[config.mk]
export PLATFORM = sky130hd
export DESIGN_NAME = sr_receiver
export DESIGN_NICKNAME = d
export VERILOG_FILES = /design/src/rtl/sr_pkg.sv /design/src/rtl/sr_sync.sv /design/src/rtl/sr_framer.sv /design/src/rtl/sr_status.sv /design/src/rtl/sr_receiver.sv
export SDC_FILE = /design/constraint.sdc
export NUM_CORES = 1
export LEC_CHECK = 0
export BUFFER_PORTS_ARGS = -buffer_cell sky130_fd_sc_hd__buf_2
export CORE_ASPECT_RATIO = 1.4
export CORE_MARGIN = 2
export CORE_UTILIZATION = 35
export CTS_CLUSTER_SIZE = 14
export DETAILED_ROUTE_END_ITERATION = 10
export SETUP_SLACK_MARGIN = 0.5
export SYNTH_ARGS = -nofsm -noshare
export SYNTH_HDL_FRONTEND = slang
export SYNTH_SLANG_ARGS = --single-unit
[constraint.sdc]
create_clock -name clk -period 6 [get_ports clk]
set_input_delay 0.6 -clock clk [delete_from_list [all_inputs] [get_ports clk]]
set_output_delay 0.6 -clock clk [all_outputs]
set_load 0.02 [all_outputs]
[src/rtl/sr_pkg.sv]
package sr_pkg;

  localparam int CHAR_W = 8;

  typedef enum logic [1:0] {
    DIV_X1  = 2'b00,
    DIV_X16 = 2'b01,
    DIV_X64 = 2'b10
  } div_e;

  typedef enum logic [1:0] {
    PAR_NONE = 2'b00,
    PAR_EVEN = 2'b01,
    PAR_ODD  = 2'b10
  } par_e;

  typedef enum logic [2:0] {
    RX_IDLE,
    RX_START,
    RX_DATA,
    RX_PAR,
    RX_STOP
  } rx_state_e;

  // Parity bit a sender would attach to this character.
  function automatic logic parity_bit(input logic [CHAR_W-1:0] d, input logic odd);
    return (^d) ^ odd;
  endfunction

  // Status byte layout seen by the processor.
  function automatic logic [CHAR_W-1:0] pack_status(
    input logic full, input logic carrier, input logic ferr,
    input logic ovrn, input logic perr, input logic req);
    return {req, perr, ovrn, ferr, 1'b0, carrier, 1'b0, full};
  endfunction

endpackage

[src/rtl/sr_sync.sv]
module sr_sync #(
  parameter int STAGES = 2
) (
  input  logic clk,
  input  logic rst_n,
  input  logic d,
  output logic q
);
  logic [STAGES-1:0] chain;

  generate
    if (STAGES == 1) begin : g_one
      always_ff @(posedge clk or negedge rst_n)
        if (!rst_n) chain <= '1;
        else        chain <= d;
    end else begin : g_many
      always_ff @(posedge clk or negedge rst_n)
        if (!rst_n) chain <= '1;
        else        chain <= {chain[STAGES-2:0], d};
    end
  endgenerate

  assign q = chain[STAGES-1];
endmodule

[src/rtl/sr_framer.sv]
module sr_framer
  import sr_pkg::*;
#(
  parameter int OVS_MID = 16,
  parameter int OVS_HI  = 64
) (
  input  logic              clk,
  input  logic              rst_n,
  input  logic              clr,
  input  logic              rx_s,
  input  logic [1:0]        cfg_div,
  input  logic              cfg_len8,
  input  logic [1:0]        cfg_par,
  output logic              done,
  output logic [CHAR_W-1:0] char_out,
  output logic              par_bad,
  output logic              stop_bad,
  output logic              centre
);
  localparam int CW = $clog2(OVS_HI);
  localparam int IW = $clog2(CHAR_W + 1);

  rx_state_e         st;
  logic [CW-1:0]     wait_q;
  logic [IW-1:0]     idx;
  logic [CHAR_W-1:0] shr;
  logic              par_q;
  logic              rx_q;

  div_e              dsel;
  par_e              psel;
  logic [CW-1:0]     ovs_m1, half_m1;
  logic [IW-1:0]     last_idx;
  logic              single;
  logic [CHAR_W-1:0] assembled;
  logic              expect_par;

  assign dsel = div_e'(cfg_div);
  assign psel = par_e'(cfg_par);

  always_comb begin
    ovs_m1  = '0;
    half_m1 = '0;
    single  = 1'b1;
    case (dsel)
      DIV_X16: begin ovs_m1 = CW'(OVS_MID - 1); half_m1 = CW'(OVS_MID/2 - 1); single = 1'b0; end
      DIV_X64: begin ovs_m1 = CW'(OVS_HI - 1);  half_m1 = CW'(OVS_HI/2 - 1);  single = 1'b0; end
      default: ;
    endcase
  end

  assign last_idx   = cfg_len8 ? IW'(CHAR_W - 1) : IW'(CHAR_W - 2);
  assign assembled  = cfg_len8 ? shr : (shr >> 1);
  assign expect_par = parity_bit(assembled, psel == PAR_ODD);
  assign centre     = (st != RX_IDLE) && (wait_q == '0);

  always_ff @(posedge clk or negedge rst_n) begin
    if (!rst_n) begin
      st <= RX_IDLE; wait_q <= '0; idx <= '0; shr <= '0; par_q <= 1'b0; rx_q <= 1'b1;
      done <= 1'b0; char_out <= '0; par_bad <= 1'b0; stop_bad <= 1'b0;
    end else if (clr) begin
      st <= RX_IDLE; wait_q <= '0; idx <= '0; shr <= '0; par_q <= 1'b0; rx_q <= rx_s;
      done <= 1'b0;
    end else begin
      rx_q <= rx_s;
      done <= 1'b0;
      case (st)
        RX_IDLE: begin
          if (rx_q && !rx_s) begin
            idx <= '0;
            if (single) begin st <= RX_DATA;  wait_q <= '0; end
            else        begin st <= RX_START; wait_q <= half_m1; end
          end
        end
        RX_START: begin
          if (wait_q != '0) wait_q <= wait_q - 1'b1;
          else if (rx_s) st <= RX_IDLE;
          else begin st <= RX_DATA; wait_q <= ovs_m1; end
        end
        RX_DATA: begin
          if (wait_q != '0) wait_q <= wait_q - 1'b1;
          else begin
            shr    <= {rx_s, shr[CHAR_W-1:1]};
            wait_q <= ovs_m1;
            idx    <= idx + 1'b1;
            if (idx == last_idx) st <= (psel == PAR_NONE) ? RX_STOP : RX_PAR;
          end
        end
        RX_PAR: begin
          if (wait_q != '0) wait_q <= wait_q - 1'b1;
          else begin par_q <= rx_s; wait_q <= ovs_m1; st <= RX_STOP; end
        end
        RX_STOP: begin
          if (wait_q != '0) wait_q <= wait_q - 1'b1;
          else begin
            done     <= 1'b1;
            char_out <= assembled;
            stop_bad <= !rx_s;
            par_bad  <= (psel != PAR_NONE) && (par_q != expect_par);
            st       <= RX_IDLE;
          end
        end
        default: st <= RX_IDLE;
      endcase
    end
  end
endmodule

[src/rtl/sr_status.sv]
module sr_status
  import sr_pkg::*;
(
  input  logic              clk,
  input  logic              rst_n,
  input  logic              clr,
  input  logic              done,
  input  logic [CHAR_W-1:0] char_in,
  input  logic              par_bad,
  input  logic              stop_bad,
  input  logic              rd_en,
  input  logic              rd_sel,
  input  logic              carrier_lost,
  input  logic              tx_irq,
  input  logic              cfg_rie,
  output logic [CHAR_W-1:0] rd_data,
  output logic              irq,
  output logic              data_rd,
  output logic              stat_rd,
  output logic              full,
  output logic              ovrn,
  output logic              perr,
  output logic              ferr,
  output logic              carrier
);
  logic [CHAR_W-1:0] rdr;
  logic              armed, cl_q;
  logic              load_evt, ovr_evt, carrier_set;

  assign data_rd     = rd_en && rd_sel;
  assign stat_rd     = rd_en && !rd_sel;
  assign load_evt    = done && (!full || data_rd);
  assign ovr_evt     = done && full && !data_rd;
  assign carrier_set = carrier_lost && !cl_q;

  always_ff @(posedge clk or negedge rst_n) begin
    if (!rst_n) begin
      rdr <= '0; full <= 1'b0; ovrn <= 1'b0; perr <= 1'b0; ferr <= 1'b0;
      carrier <= 1'b0; armed <= 1'b0; cl_q <= 1'b0;
    end else if (clr) begin
      rdr <= '0; full <= 1'b0; ovrn <= 1'b0; perr <= 1'b0; ferr <= 1'b0;
      carrier <= 1'b0; armed <= 1'b0; cl_q <= carrier_lost;
    end else begin
      cl_q <= carrier_lost;
      if (load_evt) begin
        rdr  <= char_in;
        perr <= par_bad;
        ferr <= stop_bad;
        full <= 1'b1;
      end else if (data_rd) begin
        full <= 1'b0;
      end
      if (ovr_evt)      ovrn <= 1'b1;
      else if (data_rd) ovrn <= 1'b0;
      if (carrier_set)           carrier <= 1'b1;
      else if (data_rd && armed) carrier <= 1'b0;
      if (stat_rd && carrier) armed <= 1'b1;
      else if (data_rd)       armed <= 1'b0;
    end
  end

  assign irq     = tx_irq || (cfg_rie && (full || ovrn || carrier));
  assign rd_data = rd_sel ? rdr : pack_status(full, carrier, ferr, ovrn, perr, irq);
endmodule

[src/rtl/sr_receiver.sv]
module sr_receiver
  import sr_pkg::*;
#(
  parameter int OVS_MID     = 16,
  parameter int OVS_HI      = 64,
  parameter int SYNC_STAGES = 2
) (
  input  logic       clk,
  input  logic       rst_n,
  input  logic       rx_line,
  input  logic [1:0] cfg_div,
  input  logic       cfg_len8,
  input  logic [1:0] cfg_par,
  input  logic       cfg_rie,
  input  logic       mrst,
  input  logic       carrier_lost,
  input  logic       tx_irq,
  input  logic       rd_en,
  input  logic       rd_sel,
  output logic [7:0] rd_data,
  output logic       irq
);
  logic              rx_s;
  logic              ch_done, ch_pbad, ch_fbad, bit_centre;
  logic [CHAR_W-1:0] ch_data;
  logic              data_rd, stat_rd;
  logic              st_full, st_ovrn, st_pe, st_fe, st_dcd;

  sr_sync #(.STAGES(SYNC_STAGES)) u_sync (
    .clk(clk), .rst_n(rst_n), .d(rx_line), .q(rx_s));

  sr_framer #(.OVS_MID(OVS_MID), .OVS_HI(OVS_HI)) u_framer (
    .clk(clk), .rst_n(rst_n), .clr(mrst), .rx_s(rx_s),
    .cfg_div(cfg_div), .cfg_len8(cfg_len8), .cfg_par(cfg_par),
    .done(ch_done), .char_out(ch_data), .par_bad(ch_pbad),
    .stop_bad(ch_fbad), .centre(bit_centre));

  sr_status u_status (
    .clk(clk), .rst_n(rst_n), .clr(mrst), .done(ch_done), .char_in(ch_data),
    .par_bad(ch_pbad), .stop_bad(ch_fbad), .rd_en(rd_en), .rd_sel(rd_sel),
    .carrier_lost(carrier_lost), .tx_irq(tx_irq), .cfg_rie(cfg_rie),
    .rd_data(rd_data), .irq(irq), .data_rd(data_rd), .stat_rd(stat_rd),
    .full(st_full), .ovrn(st_ovrn), .perr(st_pe), .ferr(st_fe), .carrier(st_dcd));
endmodule

==> impl_metrics.json <==
{
  "synth_largest_area_cell": "dfrtp_1",
  "num_antenna_cells": 0,
  "globalplace.congestion": 0.775,
  "final_hold_viol_count": 0,
  "worstPathArrival_ns": 2.57,
  "multi_input_area_sq_um": 1320,
  "ys.flop_type": "dfrtp_1",
  "postCtsResizedCells": 0,
  "synth_seq_cells": 51,
  "antenna_found_initial": 0,
  "fin_cells": 389,
  "end_kind": "flop",
  "coreArea_sq_um": 7650,
  "clockBufferDepth": 2,
  "fill_cells": 763,
  "maxCapViolCount": 0,
  "synth_cell_types": 52,
  "slowest_delay_ns": 0.85,
  "power.share.sequential_pct": 42.9,
  "grt_max_degree": 52,
  "yosys.area.top_type_share_pct": 44.3,
  "cts_setup_buffers": 0,
  "grt_pass1_vias": 2008,
  "grt.overflow.total": 0,
  "ant_nets": 0,
  "intPower_uw": 624,
  "h-tree-depth": 2,
  "grt.total_usage_pct": 13.6,
  "timing.setup.tns_ns": 0,
  "rr_worst_depth": 7,
  "cp_cell_sequence": "inv_1, ha_1, nand2b_1, o21ai_1, a221oi_1, nand4b_1, a31oi_1",
  "wl_per_cell_um": 13.3,
  "rsz0062_at_grt": "false",
  "rows": 38,
  "cp-start-kind": "flop",
  "die_h_um": 108,
  "routed_wirelength_mm": 5.19,
  "critical-path-top-delay-family": "compound AO/OA/AOI/OAI gates",
  "fin_crit_sh_pct": 39.0,
  "ys_warn_count": 0,
  "io_pins": 23,
  "skew_ns": 0.00767,
  "synth_edf_count": 0,
  "netlist_top_cells_area": "dfrtp_1, nand2_1, mux2i_1, a21oi_1, nand3_1",
  "crit_buf_inv": 1,
  "final_layout_size_suffix_gt1_share_pct": 19.4,
  "port-buffer-count": 22,
  "die_x_um": 78.4,
  "power_switching_uw": 347,
  "postCtsHoldBufs": 0,
  "setup_viol": 0,
  "fmaxAchievable_mhz": 428,
  "worst_hold_path_type": "reg -> reg",
  "grt_pass1_wl_mm": 9.29,
  "worstPathMaxFanout": 8,
  "r2r_start": "u_framer.wait_q[0]",
  "peakVddDrop_mv": 0.165,
  "dpl-instance-area_sq_um": 2870,
  "clk_pin_slew_ns": 0.10,
  "via_per_inst": 5.16,
  "cpMaxStageDelayCell": "a221oi_1",
  "syn_area_sq_um": 2710,
  "drt_iter0_drc": 81,
  "status": "finished clean",
  "critPathLaunch": "u_framer.wait_q[0]",
  "areaGrowthSynthToFinish_pct": 10.1,
  "path_class": "reg -> reg",
  "power.density_nw_per_um2": 325,
  "worst_slew_pin_slew_ns": 0.954,
  "cts_tree": "done",
  "seq_area_sq_um": 1280,
  "min-delay-start": "u_sync.chain[0]",
  "die_area_sq_um": 8470,
  "synth_async_sr_flop_share_pct": 100,
  "place_hpwl_mm": 3.69,
  "crit_cells": 7,
  "drt_pass1_iterations": 4,
  "dp_cells": 381,
  "syn_nets": 290,
  "vias": 2006,
  "stdcell_area_sq_um": 2980,
  "finalMaxSlewViolations": 0,
  "avgSynthCellArea_sq_um": 9.96,
  "clockPowerShare_pct": 25.5,
  "insertion_delay_ns": 0.31,
  "switching_share_pct": 35.8,
  "holdPathStages": 0,
  "ys_seq_area_share_pct": 47.2,
  "root_buffer": "clkbuf_8",
  "p_comb_share_pct": 31.6,
  "synth_cells": 272,
  "slew_headroom_pct": 36.4,
  "fin_crit_ns": 2.34,
  "numCtsBuffers": 5,
  "cts.sinks": 51,
  "initial_utilization_pct": 35.4,
  "drcViolationCount": 0,
  "worstPathRequired_ns": 6.24,
  "nNetsFinal": 306,
  "leakage_uw": 0.00133
}
[routing by layer]
| metal | track usage, % | share of wire [%] | up-vias |
|---|---|---|---|
| met1 | 16.8 | 44 | 957 |
| met3 | 2.59 | 2.6 | 6 |
| met4 | 5.26 | 1.8 | 0 |
| met2 | 23.6 | 51 | 24 |
| li1 | - | - | 1019 |
| met5 | 0 | 0 | - |
[Yosys cell counts, drive strengths merged, types with 3 or more instances]
| cell | n |
|---|---|
| a211oi | 5 |
| a21oi | 17 |
| a22o | 9 |
| a31oi | 3 |
| and2 | 3 |
| buf | 5 |
| clkbuf | 9 |
| dfrtp | 48 |
| dfstp | 3 |
| ha | 4 |
| inv | 6 |
| mux2 | 7 |
| mux2i | 10 |
| nand2 | 34 |
| nand3 | 16 |
| nor2 | 17 |
| nor2b | 5 |
| nor3 | 4 |
| nor3b | 3 |
| o21ai | 20 |
| o31ai | 5 |
| or3 | 4 |
| xnor2 | 7 |
[worst paths after layout]
check | to | slack, ns
worst max-delay path | u_framer.wait_q[2] | 3.66
worst min-delay path | u_sync.chain[1] | 0.36
worst max register to register | u_framer.wait_q[2] | 3.66
worst min register to register | u_sync.chain[1] | 0.36
max in group asynchronous | u_framer.shr[2] | 5.18
min in group asynchronous | u_framer.idx[1] | 0.38
[cells in the final DEF, fill, tap and decap left out, drive strengths merged, types with 4 or more instances in the layout]
master and count:
mux2 7, dfrtp 48, ha 4, nor3 4
clkbuf 5, buf 23, o31ai 5, mux2i 10
nand3 16, inv 7, xnor2 7, a22o 9
o21ai 20, nand2 34, a211oi 5, a21oi 17
nor2 17, or3 4, nor2b 5
[sequential cells by signal, indices dropped and copies added, names as in the netlist, 2 cells and up]
| register | count |
|---|---|
| u_framer.char_out | 8 |
| u_framer.idx | 4 |
| u_framer.shr | 8 |
| u_framer.st | 3 |
| u_framer.wait_q | 6 |
| u_status.rdr | 8 |
| u_sync.chain | 2 |
[power groups by stage]
stage                     registers, uW  logic (uW)  clock network [uW]
after floorplan                     403         274                   0
after global routing                424         349                 269
final                               417         307                 247
after global placement              422         308                   0
after CTS                           417         309                 259
after detailed placement            423         308                   0
[metrics by stage]
step	setup WS [ns]	power [uW]	util [%]	hold slack [ns]
6_report	3.66	971	39.0	0.363
5_1_grt	3.46	1040	39.0	0.357
4_1_cts	3.67	985	39.0	0.365
3_5_place_dp	3.68	731	37.5	0.351
3_3_place_gp	3.76	731	37.5	0.346
2_1_floorplan	3.99	677	-	0.304
[kinds of logic (layout without fill, tap and decap cells)]
| kind of cell | count (synthesis) | after routing | synth area share, % |
|---|---|---|---|
| multiplexers | 17 | 17 | 6.60 |
| AND/OR/NAND/NOR | 97 | 97 | 17.6 |
| AO/OA/AOI/OAI | 73 | 73 | 19.1 |
| adder cells (fa/ha/maj) | 4 | 4 | 1.85 |
| XOR/XNOR | 10 | 10 | 3.74 |
| buffers and inverters | 20 | 37 | 3.92 |
| flip-flops | 51 | 51 | 47.2 |
[worst register-to-register path: cells and delay by family (launching register included)]
family,cells,cell delay [ns]
AOI/OAI and AO/OA,3,1.16
DFF,1,0.43
and+or+nand+nor,2,0.37
buffers and inverters,1,0.10
adders and majority gates,1,0.20
[final cells by class]
class	count	share of cell area (%)
Timing Repair Buffer	23	3.94
Multi-Input combinational cell	201	44.4
Clock inverter	3	1.55
Clock buffer	5	2.31
Sequential cell	51	42.9
Tap cell	100	4.19
Inverter	6	0.755
Note: power is estimated with default switching activity, not from simulation.
